===== config.mk =====
export PLATFORM = sky130hd
export DESIGN_NAME = ptw_walker
export DESIGN_NICKNAME = d
export VERILOG_FILES = /design/src/rtl/ptw_walker.sv
export SDC_FILE = /design/constraint.sdc
export NUM_CORES = 1
export LEC_CHECK = 0
export BUFFER_PORTS_ARGS = -buffer_cell sky130_fd_sc_hd__buf_4
export CAP_MARGIN = 5
export CORE_MARGIN = 5
export CORE_UTILIZATION = 35
export CTS_CLUSTER_DIAMETER = 50
export DETAILED_ROUTE_END_ITERATION = 8
export PLACE_DENSITY_LB_ADDON = 0.12
export SLEW_MARGIN = 20
export SYNTH_ARGS = -nofsm -noshare
export SYNTH_HDL_FRONTEND = slang
export SYNTH_SLANG_ARGS = --single-unit

===== constraint.sdc =====
create_clock -name clk -period 5.5 [get_ports clk]
set_clock_uncertainty 0.05 [all_clocks]
set_input_delay 0.825 -clock clk [delete_from_list [all_inputs] [get_ports clk]]
set_output_delay 0.825 -clock clk [all_outputs]
set_load 0.05 [all_outputs]

===== src/rtl/ptw_walker.sv =====
module ptw_walker (
  input  logic        clk,
  input  logic        rst_n,
  input  logic        req_valid,
  input  logic [31:0] req_vaddr,
  input  logic        req_write,
  input  logic        req_user,
  output logic        ready,
  input  logic        ctl_pg_en,
  input  logic        ctl_prot_en,
  input  logic        ctl_wr_prot,
  input  logic [31:0] ctl_dir_base,
  output logic        mem_rd_en,
  output logic [31:0] mem_rd_addr,
  input  logic        mem_rd_valid,
  input  logic [31:0] mem_rd_data,
  output logic        rsp_valid,
  output logic [31:0] rsp_paddr,
  output logic        rsp_fault,
  output logic [2:0]  rsp_cause,
  output logic [31:0] fault_addr,
  output logic        acc_set,
  output logic [31:0] acc_dir_addr,
  output logic [31:0] acc_tbl_addr
);
  localparam int BIT_P  = 0;
  localparam int BIT_W  = 1;
  localparam int BIT_U  = 2;
  localparam int BIT_PS = 7;

  localparam logic [2:0] C_NONE  = 3'd0;
  localparam logic [2:0] C_DIRNP = 3'd1;
  localparam logic [2:0] C_TBLNP = 3'd2;
  localparam logic [2:0] C_WRITE = 3'd3;
  localparam logic [2:0] C_PRIV  = 3'd4;
  localparam logic [2:0] C_RSVD  = 3'd5;

  typedef enum logic [1:0] {S_IDLE, S_DIR, S_TBL, S_DONE} state_t;
  state_t state;

  logic [31:0] va_q, pde_q, paddr_q, faddr_q, dir_ea_q, tbl_ea_q;
  logic        wr_q, us_q, fault_q, acc_q;
  logic [2:0]  cause_q, cause;

  wire [31:0] dir_ea = {ctl_dir_base[31:12], va_q[31:22], 2'b00};
  wire [31:0] tbl_ea = {pde_q[31:12], va_q[21:12], 2'b00};
  wire [31:0] e      = mem_rd_data;
  wire        rsvd   = |e[11:8];
  wire        usr_ok = pde_q[BIT_U] & e[BIT_U];
  wire        wr_ok  = pde_q[BIT_W] & e[BIT_W];

  always_comb begin
    cause = C_NONE;
    if (state == S_DIR) begin
      if (!e[BIT_P])              cause = C_DIRNP;
      else if (rsvd || e[BIT_PS]) cause = C_RSVD;
    end else if (state == S_TBL) begin
      if (!e[BIT_P])                                  cause = C_TBLNP;
      else if (rsvd)                                  cause = C_RSVD;
      else if (us_q && !usr_ok)                       cause = C_PRIV;
      else if (wr_q && !wr_ok && (us_q || ctl_wr_prot)) cause = C_WRITE;
    end
  end

  always_ff @(posedge clk or negedge rst_n) begin
    if (!rst_n) begin
      state    <= S_IDLE;
      va_q     <= '0;
      pde_q    <= '0;
      paddr_q  <= '0;
      faddr_q  <= '0;
      dir_ea_q <= '0;
      tbl_ea_q <= '0;
      wr_q     <= 1'b0;
      us_q     <= 1'b0;
      fault_q  <= 1'b0;
      acc_q    <= 1'b0;
      cause_q  <= C_NONE;
    end else begin
      case (state)
        S_IDLE: if (req_valid) begin
          va_q    <= req_vaddr;
          wr_q    <= req_write;
          us_q    <= req_user;
          fault_q <= 1'b0;
          cause_q <= C_NONE;
          acc_q   <= 1'b0;
          if (ctl_pg_en && ctl_prot_en) begin
            state <= S_DIR;
          end else begin
            paddr_q <= req_vaddr;
            state   <= S_DONE;
          end
        end
        S_DIR: if (mem_rd_valid) begin
          if (cause != C_NONE) begin
            fault_q <= 1'b1;
            cause_q <= cause;
            faddr_q <= va_q;
            paddr_q <= '0;
            state   <= S_DONE;
          end else begin
            pde_q    <= e;
            dir_ea_q <= dir_ea;
            state    <= S_TBL;
          end
        end
        S_TBL: if (mem_rd_valid) begin
          if (cause != C_NONE) begin
            fault_q <= 1'b1;
            cause_q <= cause;
            faddr_q <= va_q;
            paddr_q <= '0;
          end else begin
            paddr_q  <= {e[31:12], va_q[11:0]};
            tbl_ea_q <= tbl_ea;
            acc_q    <= 1'b1;
          end
          state <= S_DONE;
        end
        default: begin
          acc_q <= 1'b0;
          state <= S_IDLE;
        end
      endcase
    end
  end

  assign ready        = (state == S_IDLE);
  assign mem_rd_en    = (state == S_DIR) || (state == S_TBL);
  assign mem_rd_addr  = (state == S_TBL) ? tbl_ea : dir_ea;
  assign rsp_valid    = (state == S_DONE);
  assign rsp_paddr    = paddr_q;
  assign rsp_fault    = fault_q;
  assign rsp_cause    = cause_q;
  assign fault_addr   = faddr_q;
  assign acc_set      = (state == S_DONE) && acc_q;
  assign acc_dir_addr = dir_ea_q;
  assign acc_tbl_addr = tbl_ea_q;
endmodule


==> flow_summary_export.csv, run 1 <==
group,metric,value,unit
status,status,"complete, no violations",
clock_network,clk_pin_slew,80,ps
worst_setup_path,cp_slowest_cell,"buf_4",
placed_design,dp_hpwl,17.3,mm
power_and_ir_drop,p_per_area,672,mW/mm2
worst_setup_path,crit_arrival,3620,ps
sta,min_period,3360,ps
worst_setup_path,crit_type,"reg -> reg",
worst_setup_path,slowest_delay,580,ps
route,drt_iter0_markers,319,
sta,drv_slew,0,
clock_network,ctsResizeCount,0,
worst_setup_path,crit_required,5750,ps
worst_setup_path,cp_num_buf_inv,4,
clock_network,cts_setup_buffers,0,
worst_setup_path,reg2reg_to,"acc_dir_addr[15]",
sta,tns,0,ps
synth,ys_seq_area_frac,0.564,
synth,netlist_area,0.00829,mm2
global_route,antenna_found_initial,0,
global_route,grtUsageTotal,0.180,
sta,rsz0062_at_grt,"false",
cells_and_area,nNetsFinal,992,
cells_and_area,utilization,0.469,
clock_network,ctsHoldBuffers,0,
floorplan,fp.dieH,164,um
sta,fin_crit_sh,0.612,
placed_design,place_ws,1760,ps
worst_setup_path,worst-r2r-setup-slack,2140,ps
global_route,grt_pass1_vias,6297,
synth,synth-edff-count,0,
sta,setup_ws,2140,ps
worst_setup_path,cp_top_family,"buffers and inverters",
clock_network,htree_levels,4,
placed_design,place_inst,1183,
floorplan,io_pins,273,
cells_and_area,antenna_cells,0,
global_route,overflow,0,
sta,setup_viol,0,
synth,ys_seq_elements,187,
power_and_ir_drop,power,7.38,mW
route,drc,0,
min_path,holdCritPathClass,"in -> async",
route,vias_per_cell,5.04,
job,maxCapViolations,0,
synth,netlist_instances,656,
route,num_vias,6115,
synth,yosysUniqueCellTypes,44,
clock_network,cts-root-buf,"clkbuf_16",
floorplan,rows,56,
synth,async_reset_ff_frac,1.00,
synth,syn_avg_cell_area,12.6,um2
clock_network,cts_tree,"done",
placed_design,place.port_buffers,250,
sta,whs,415,ps
floorplan,core_area,0.0234,mm2
route,antenna_left,0,
synth,yosys_warnings,0,
clock_network,cts_buffer_depth,2,
worst_setup_path,rr_worst_depth,8,
floorplan,die_w,164,um
sta,max_freq,0.297,GHz
global_route,grt_pass1_wl,37.5,mm
synth,synthFlopType,"dfrtp_1",
placed_design,dpl_cell_area,0.0104,mm2
clock_network,numCtsBuffers,17,
power_and_ir_drop,total_leakage_power,5.68,nW
route,wl,24.3,mm
cells_and_area,area_growth,32.4,%
route,dr.pass1.iters,4,
power_and_ir_drop,ir_drop,0.238,mV
route,wl_per_cell,20.0,um
cells_and_area,layout-drive-gt1-share,0.469,
worst_setup_path,cp_max_fo,66,
sta,slew_headroom,0.437,
cells_and_area,instances_no_fill,1214,
worst_setup_path,critPathCaptureType,"flop",
worst_setup_path,r2r-start,"state[1]",
clock_network,clk-insertion-delay-late,420,ps
worst_setup_path,worstPathCellList,"inv_1, ha_1, inv_1, nor4_4, buf_4, nand2_2, buf_4, mux2_2",
worst_setup_path,crit_path_start_kind,"flop",
sta,hold_viol,0,
clock_network,cts_sinks,187,
placed_design,finalWeightedCongestion,0.752,
global_route,grt_max_degree,92,
cells_and_area,finish.instance_area,0.0110,mm2
sta,worstMarginPinSlew,842,ps
floorplan,fp.dieArea,0.0269,mm2
floorplan,initial_utilization,0.354,
cells by family (layout without fill, tap and decap cells):
group / Yosys count / in the layout / share of synthesized area
simple gates: 68 / 68 / 0.0392
compound gates: 153 / 153 / 0.140
mux: 146 / 146 / 0.198
other cells: 1 / 6 / 0.000452
fa+ha+maj: 4 / 4 / 0.00603
flops: 187 / 187 / 0.564
buf+inv: 97 / 331 / 0.0523
cells in the mapped netlist (2+ instances only):
| library cell | count | area (um2) |
|---|---|---|
| a21oi_1 | 3 | 15.0 |
| a41o_1 | 32 | 320 |
| and2_1 | 2 | 12.5 |
| buf_1 | 8 | 30.0 |
| buf_2 | 11 | 55.1 |
| buf_4 | 9 | 67.6 |
| buf_6 | 3 | 33.8 |
| clkbuf_1 | 28 | 105 |
| dfrtp_1 | 187 | 4680 |
| ha_1 | 4 | 50.1 |
| inv_1 | 38 | 143 |
| mux2_1 | 30 | 338 |
| mux2_2 | 116 | 1310 |
| nand2_1 | 45 | 169 |
| nand2b_1 | 3 | 18.8 |
| nand3_1 | 4 | 20.0 |
| nand4b_1 | 2 | 17.5 |
| nor2_1 | 4 | 15.0 |
| nor3_1 | 2 | 10.0 |
| o211ai_4 | 2 | 42.5 |
| o21ai_0 | 68 | 340 |
| o21bai_1 | 2 | 15.0 |
| o41ai_1 | 32 | 280 |
cell usage in the layout, fill, tap and decap left out, types with 2 or more instances in the layout:
| cell | count |
|---|---|
| nand3_1 | 4 |
| nand2_1 | 43 |
| clkinvlp_4 | 3 |
| and2_1 | 2 |
| clkinv_8 | 2 |
| clkbuf_16 | 17 |
| ha_1 | 3 |
| inv_8 | 2 |
| conb_1 | 6 |
| inv_1 | 38 |
| o211ai_4 | 2 |
| nor3_1 | 2 |
| nand2b_1 | 3 |
| inv_6 | 3 |
| a41o_1 | 32 |
| o41ai_1 | 32 |
| o21ai_0 | 68 |
| nor2_1 | 3 |
| mux2_1 | 30 |
| dfrtp_1 | 187 |
| nand4b_1 | 2 |
| clkinv_4 | 3 |
| mux2_2 | 116 |
| buf_4 | 261 |
| nand2_2 | 2 |
| o21bai_1 | 2 |
| a21oi_1 | 3 |
sequential cells by signal, summed over array words and instances (netlist names):
register	flops
acc_dir_addr	30
acc_q	1
acc_tbl_addr	30
fault_addr	32
pde_q	22
rsp_cause	3
rsp_fault	1
rsp_paddr	32
state	2
us_q	1
va_q	32
wr_q	1
layout make-up:
type	instances	area, um2
Sequential cell	187	4680
Clock buffer	18	429
Tap cell	319	399
Multi-Input combinational cell	377	3220
Clock inverter	13	130
Timing Repair Buffer	262	1970
Fill cell	2226	12400
Inverter	38	143
where the power goes:
group / total [mW] / internal (mW) / switching [mW]
Clock: 1.17 / 0.597 / 0.574
Combinational: 4.05 / 1.31 / 2.74
Sequential: 2.16 / 1.85 / 0.313
worst max-delay path by stage:
| stage | from | endpoint | depth (start not counted) |
|---|---|---|---|
| global placement | mem_rd_data[9] | acc_dir_addr[16] | 7 |
| finish | state[1] | acc_dir_addr[15] | 8 |
| CTS | state[0] | mem_rd_addr[3] | 4 |
| global route | state[1] | acc_dir_addr[15] | 8 |
| floorplan | mem_rd_data[9] | fault_addr[10] | 6 |
| detailed placement | mem_rd_data[9] | acc_dir_addr[30] | 7 |
routing by layer:
| layer | track usage | up-vias | part of all wire |
|---|---|---|---|
| li1 | - | 2841 | - |
| met1 | 0.260 | 3059 | 0.48 |
| met2 | 0.275 | 204 | 0.44 |
| met3 | 0.0519 | 11 | 0.072 |
| met4 | 0.0343 | 0 | 0.0089 |
| met5 | 0 | - | 0 |
No activity file was read; power rests on OpenSTA's default activity.
==> inputs of run 2 (changes only) <==
--- a/config.mk
+++ b/config.mk
@@ -5,6 +5,7 @@
 export SDC_FILE = /design/constraint.sdc
 export NUM_CORES = 1
 export LEC_CHECK = 0
+export ABC_AREA = 1
 export BUFFER_PORTS_ARGS = -buffer_cell sky130_fd_sc_hd__buf_4
 export CAP_MARGIN = 5
 export CORE_MARGIN = 5
==> constraint.sdc (replaced) <==
create_clock -name clk -period 3.49 [get_ports clk]
set_clock_uncertainty 0.05 [all_clocks]
set_input_delay 0.5235 -clock clk [delete_from_list [all_inputs] [get_ports clk]]
set_output_delay 0.5235 -clock clk [all_outputs]
set_load 0.05 [all_outputs]
==> run 2 against run 1 <==
Critical path depth is 2 lower. Final area grew 2.0%. Synthesized area rose by 2.6%. Synthesized cell count grew 57%. Worst hold slack got worse by 330 ps. First-iteration DRC count up 65%. Global-route usage grew 1.4 points. Worst setup slack worse by 1500 ps. Critical path type is now reg -> out. Highest routed layer unchanged.
==> flow_summary_export.csv, run 2 <==
group,metric,value,unit
status,status,"complete, no violations",
global_route,grt_max_degree,90,
global_route,antenna_found_initial,0,
clock_network,ctsResizeCount,0,
route,dr.pass1.iters,6,
sta,fin_crit_sh,0.828,
floorplan,core_area,0.0241,mm2
clock_network,clk-insertion-delay-late,440,ps
synth,yosys-top-cells-count,"272 x nand2_1, 187 x dfrtp_1, 120 x nor2_1",
floorplan,fp.dieArea,0.0275,mm2
worst_setup_path,cp_slowest_cell,"ha_2",
worst_setup_path,crit_path_start_kind,"flop",
sta,slew_headroom,0.441,
synth,synth_largest_area_cell,"dfrtp_1",
cells_and_area,final_cell_mix,"271 x nand2_1, 265 x buf_4, 187 x dfrtp_1",
worst_setup_path,cp_max_fo,40,
clock_network,cts_tree,"done",
min_path,holdCritPathClass,"in -> async",
floorplan,die_w,166,um
global_route,grtUsageMet2,0.296,
synth,synthFlopType,"dfrtp_1",
clock_network,clk_pin_slew,70,ps
synth,ys_seq_area_frac,0.550,
worst_setup_path,slowest_delay,480,ps
global_route,grt.met1_usage,0.275,
worst_setup_path,worst-r2r-setup-slack,720,ps
synth,netlist_instances,1030,
route,drc,0,
sta,min_period,2890,ps
synth,yosys_warnings,0,
clock_network,cts_sinks,187,
clock_network,numCtsBuffers,17,
cells_and_area,nNetsFinal,1361,
worst_setup_path,crit_required,2920,ps
worst_setup_path,crit_type,"reg -> out",
synth,synth_area_leaders,"dfrtp_1 55%, nand2_1 12%, o21ai_0 6.1%, nor2_1 5.3%, inv_1 4.8%",
route,num_vias,7353,
floorplan,fp.dieH,166,um
placed_design,finalWeightedCongestion,0.816,
global_route,grt.busiest_layer,"met2",
clock_network,ctsHoldBuffers,0,
floorplan,io_pins,273,
global_route,grtUsageTotal,0.195,
route,wl_per_cell,16.9,um
placed_design,dp_hpwl,19.1,mm
sta,rsz0062_at_grt,"false",
clock_network,cts_setup_buffers,0,
global_route,grtUsageMet3,0.0569,
worst_setup_path,cp_top_family,"buffers and inverters",
cells_and_area,final_common_cell,"nand2_1",
worst_setup_path,reg2reg_to,"fault_addr[26]",
clock_network,cts_buffer_depth,2,
clock_network,htree_levels,4,
route,vias_per_cell,4.63,
sta,max_freq,0.346,GHz
global_route,grt_pass1_vias,7479,
cells_and_area,antenna_cells,0,
worst_setup_path,cp_num_buf_inv,4,
worst_setup_path,rr_worst_depth,10,
floorplan,initial_utilization,0.353,
synth,syn_avg_cell_area,8.26,um2
sta,tns,0,ps
route,drt_iter0_markers,526,
synth,netlist_area,0.00851,mm2
synth,yosysMostFrequentCell,"nand2_1",
worst_setup_path,r2r-start,"state[0]",
sta,hold_viol,0,
worst_setup_path,worstPathCellList,"inv_1, ha_2, inv_1, buf_4, o21ai_0, buf_4",
synth,ys_seq_elements,187,
synth,async_reset_ff_frac,1.00,
global_route,grt_pass1_wl,42.8,mm
job,maxCapViolations,0,
worst_setup_path,crit_arrival,2320,ps
sta,setup_viol,0,
route,wl,26.9,mm
placed_design,place.port_buffers,250,
sta,worstMarginPinSlew,836,ps
route,antenna_left,0,
global_route,overflow,0,
synth,yosysUniqueCellTypes,26,
cells_and_area,area_growth,31.6,%
synth,synth-edff-count,0,
worst_setup_path,cp.depth,6,
synth,synth.top_cell.area_share,0.550,
cells_and_area,fillCellCount,2469,
sta,drv_slew,0,
cells_and_area,layout-drive-gt1-share,0.266,
clock_network,cts-root-buf,"clkbuf_16",
floorplan,rows,57,
worst_setup_path,critPathCaptureType,"output port",
-- run 2: changes by cell type in the layout (fill, tap and decap cells not counted), sizes merged, moves of 42 or more --
cell / change
mux2: -122
inv: +80
o21ai: +55
a21oi: +42
nand2: +230
nor2: +119
-- run 2: cells by family (layout without fill, tap and decap cells) --
logic type	Yosys count	after routing	synth area share
simple gates	463	463	0.222
flops	187	187	0.550
buf+inv	182	412	0.0907
compound gates	169	169	0.0995
mux	24	24	0.0318
fa+ha+maj	4	4	0.00588
other cells	1	6	0.000441
-- run 2: worst max-delay path by stage --
stage,from,endpoint,slack (ps)
6_report,state[0],mem_rd_addr[29],600
5_1_grt,state[0],mem_rd_addr[20],390
4_1_cts,state[0],mem_rd_addr[29],560
3_5_place_dp,state[0],fault_addr[22],700
3_3_place_gp,state[0],fault_addr[29],770
2_1_floorplan,state[0],mem_rd_addr[2],740
-- run 2: final cells by class --
| cell class | count | area [um2] | share of cell area |
|---|---|---|---|
| Tap cell | 324 | 405 | 0.0362 |
| Multi-Input combinational cell | 666 | 3090 | 0.275 |
| Clock inverter | 12 | 115 | 0.0103 |
| Inverter | 113 | 424 | 0.0379 |
| Clock buffer | 20 | 467 | 0.0417 |
| Sequential cell | 187 | 4680 | 0.418 |
| Timing Repair Buffer | 267 | 2020 | 0.181 |
-- run 2: metal layers --
layer	up-vias	share of wire
met3	19	0.075
met5	-	0
met2	233	0.44
met4	0	0.014
met1	3420	0.47
li1	3681	-
-- run 2: stage by stage --
stage               hold slack [ps]  utilization  instance area [um2]  cells  setup WS (ps)
CTS                             111        0.465                11200   1589            565
detailed placement              406        0.440                10600   1557            704
global route                    126        0.465                11200   1589            390
floorplan                       178            -                 8530   1035            740
finish                         82.0        0.465                11200   1589            599
global placement                407        0.440                10600   1557            774
Power of run 2 is left out: the tool's default activity adds up to more than one toggle a clock period on the data nets, which glitch-free logic cannot reach.
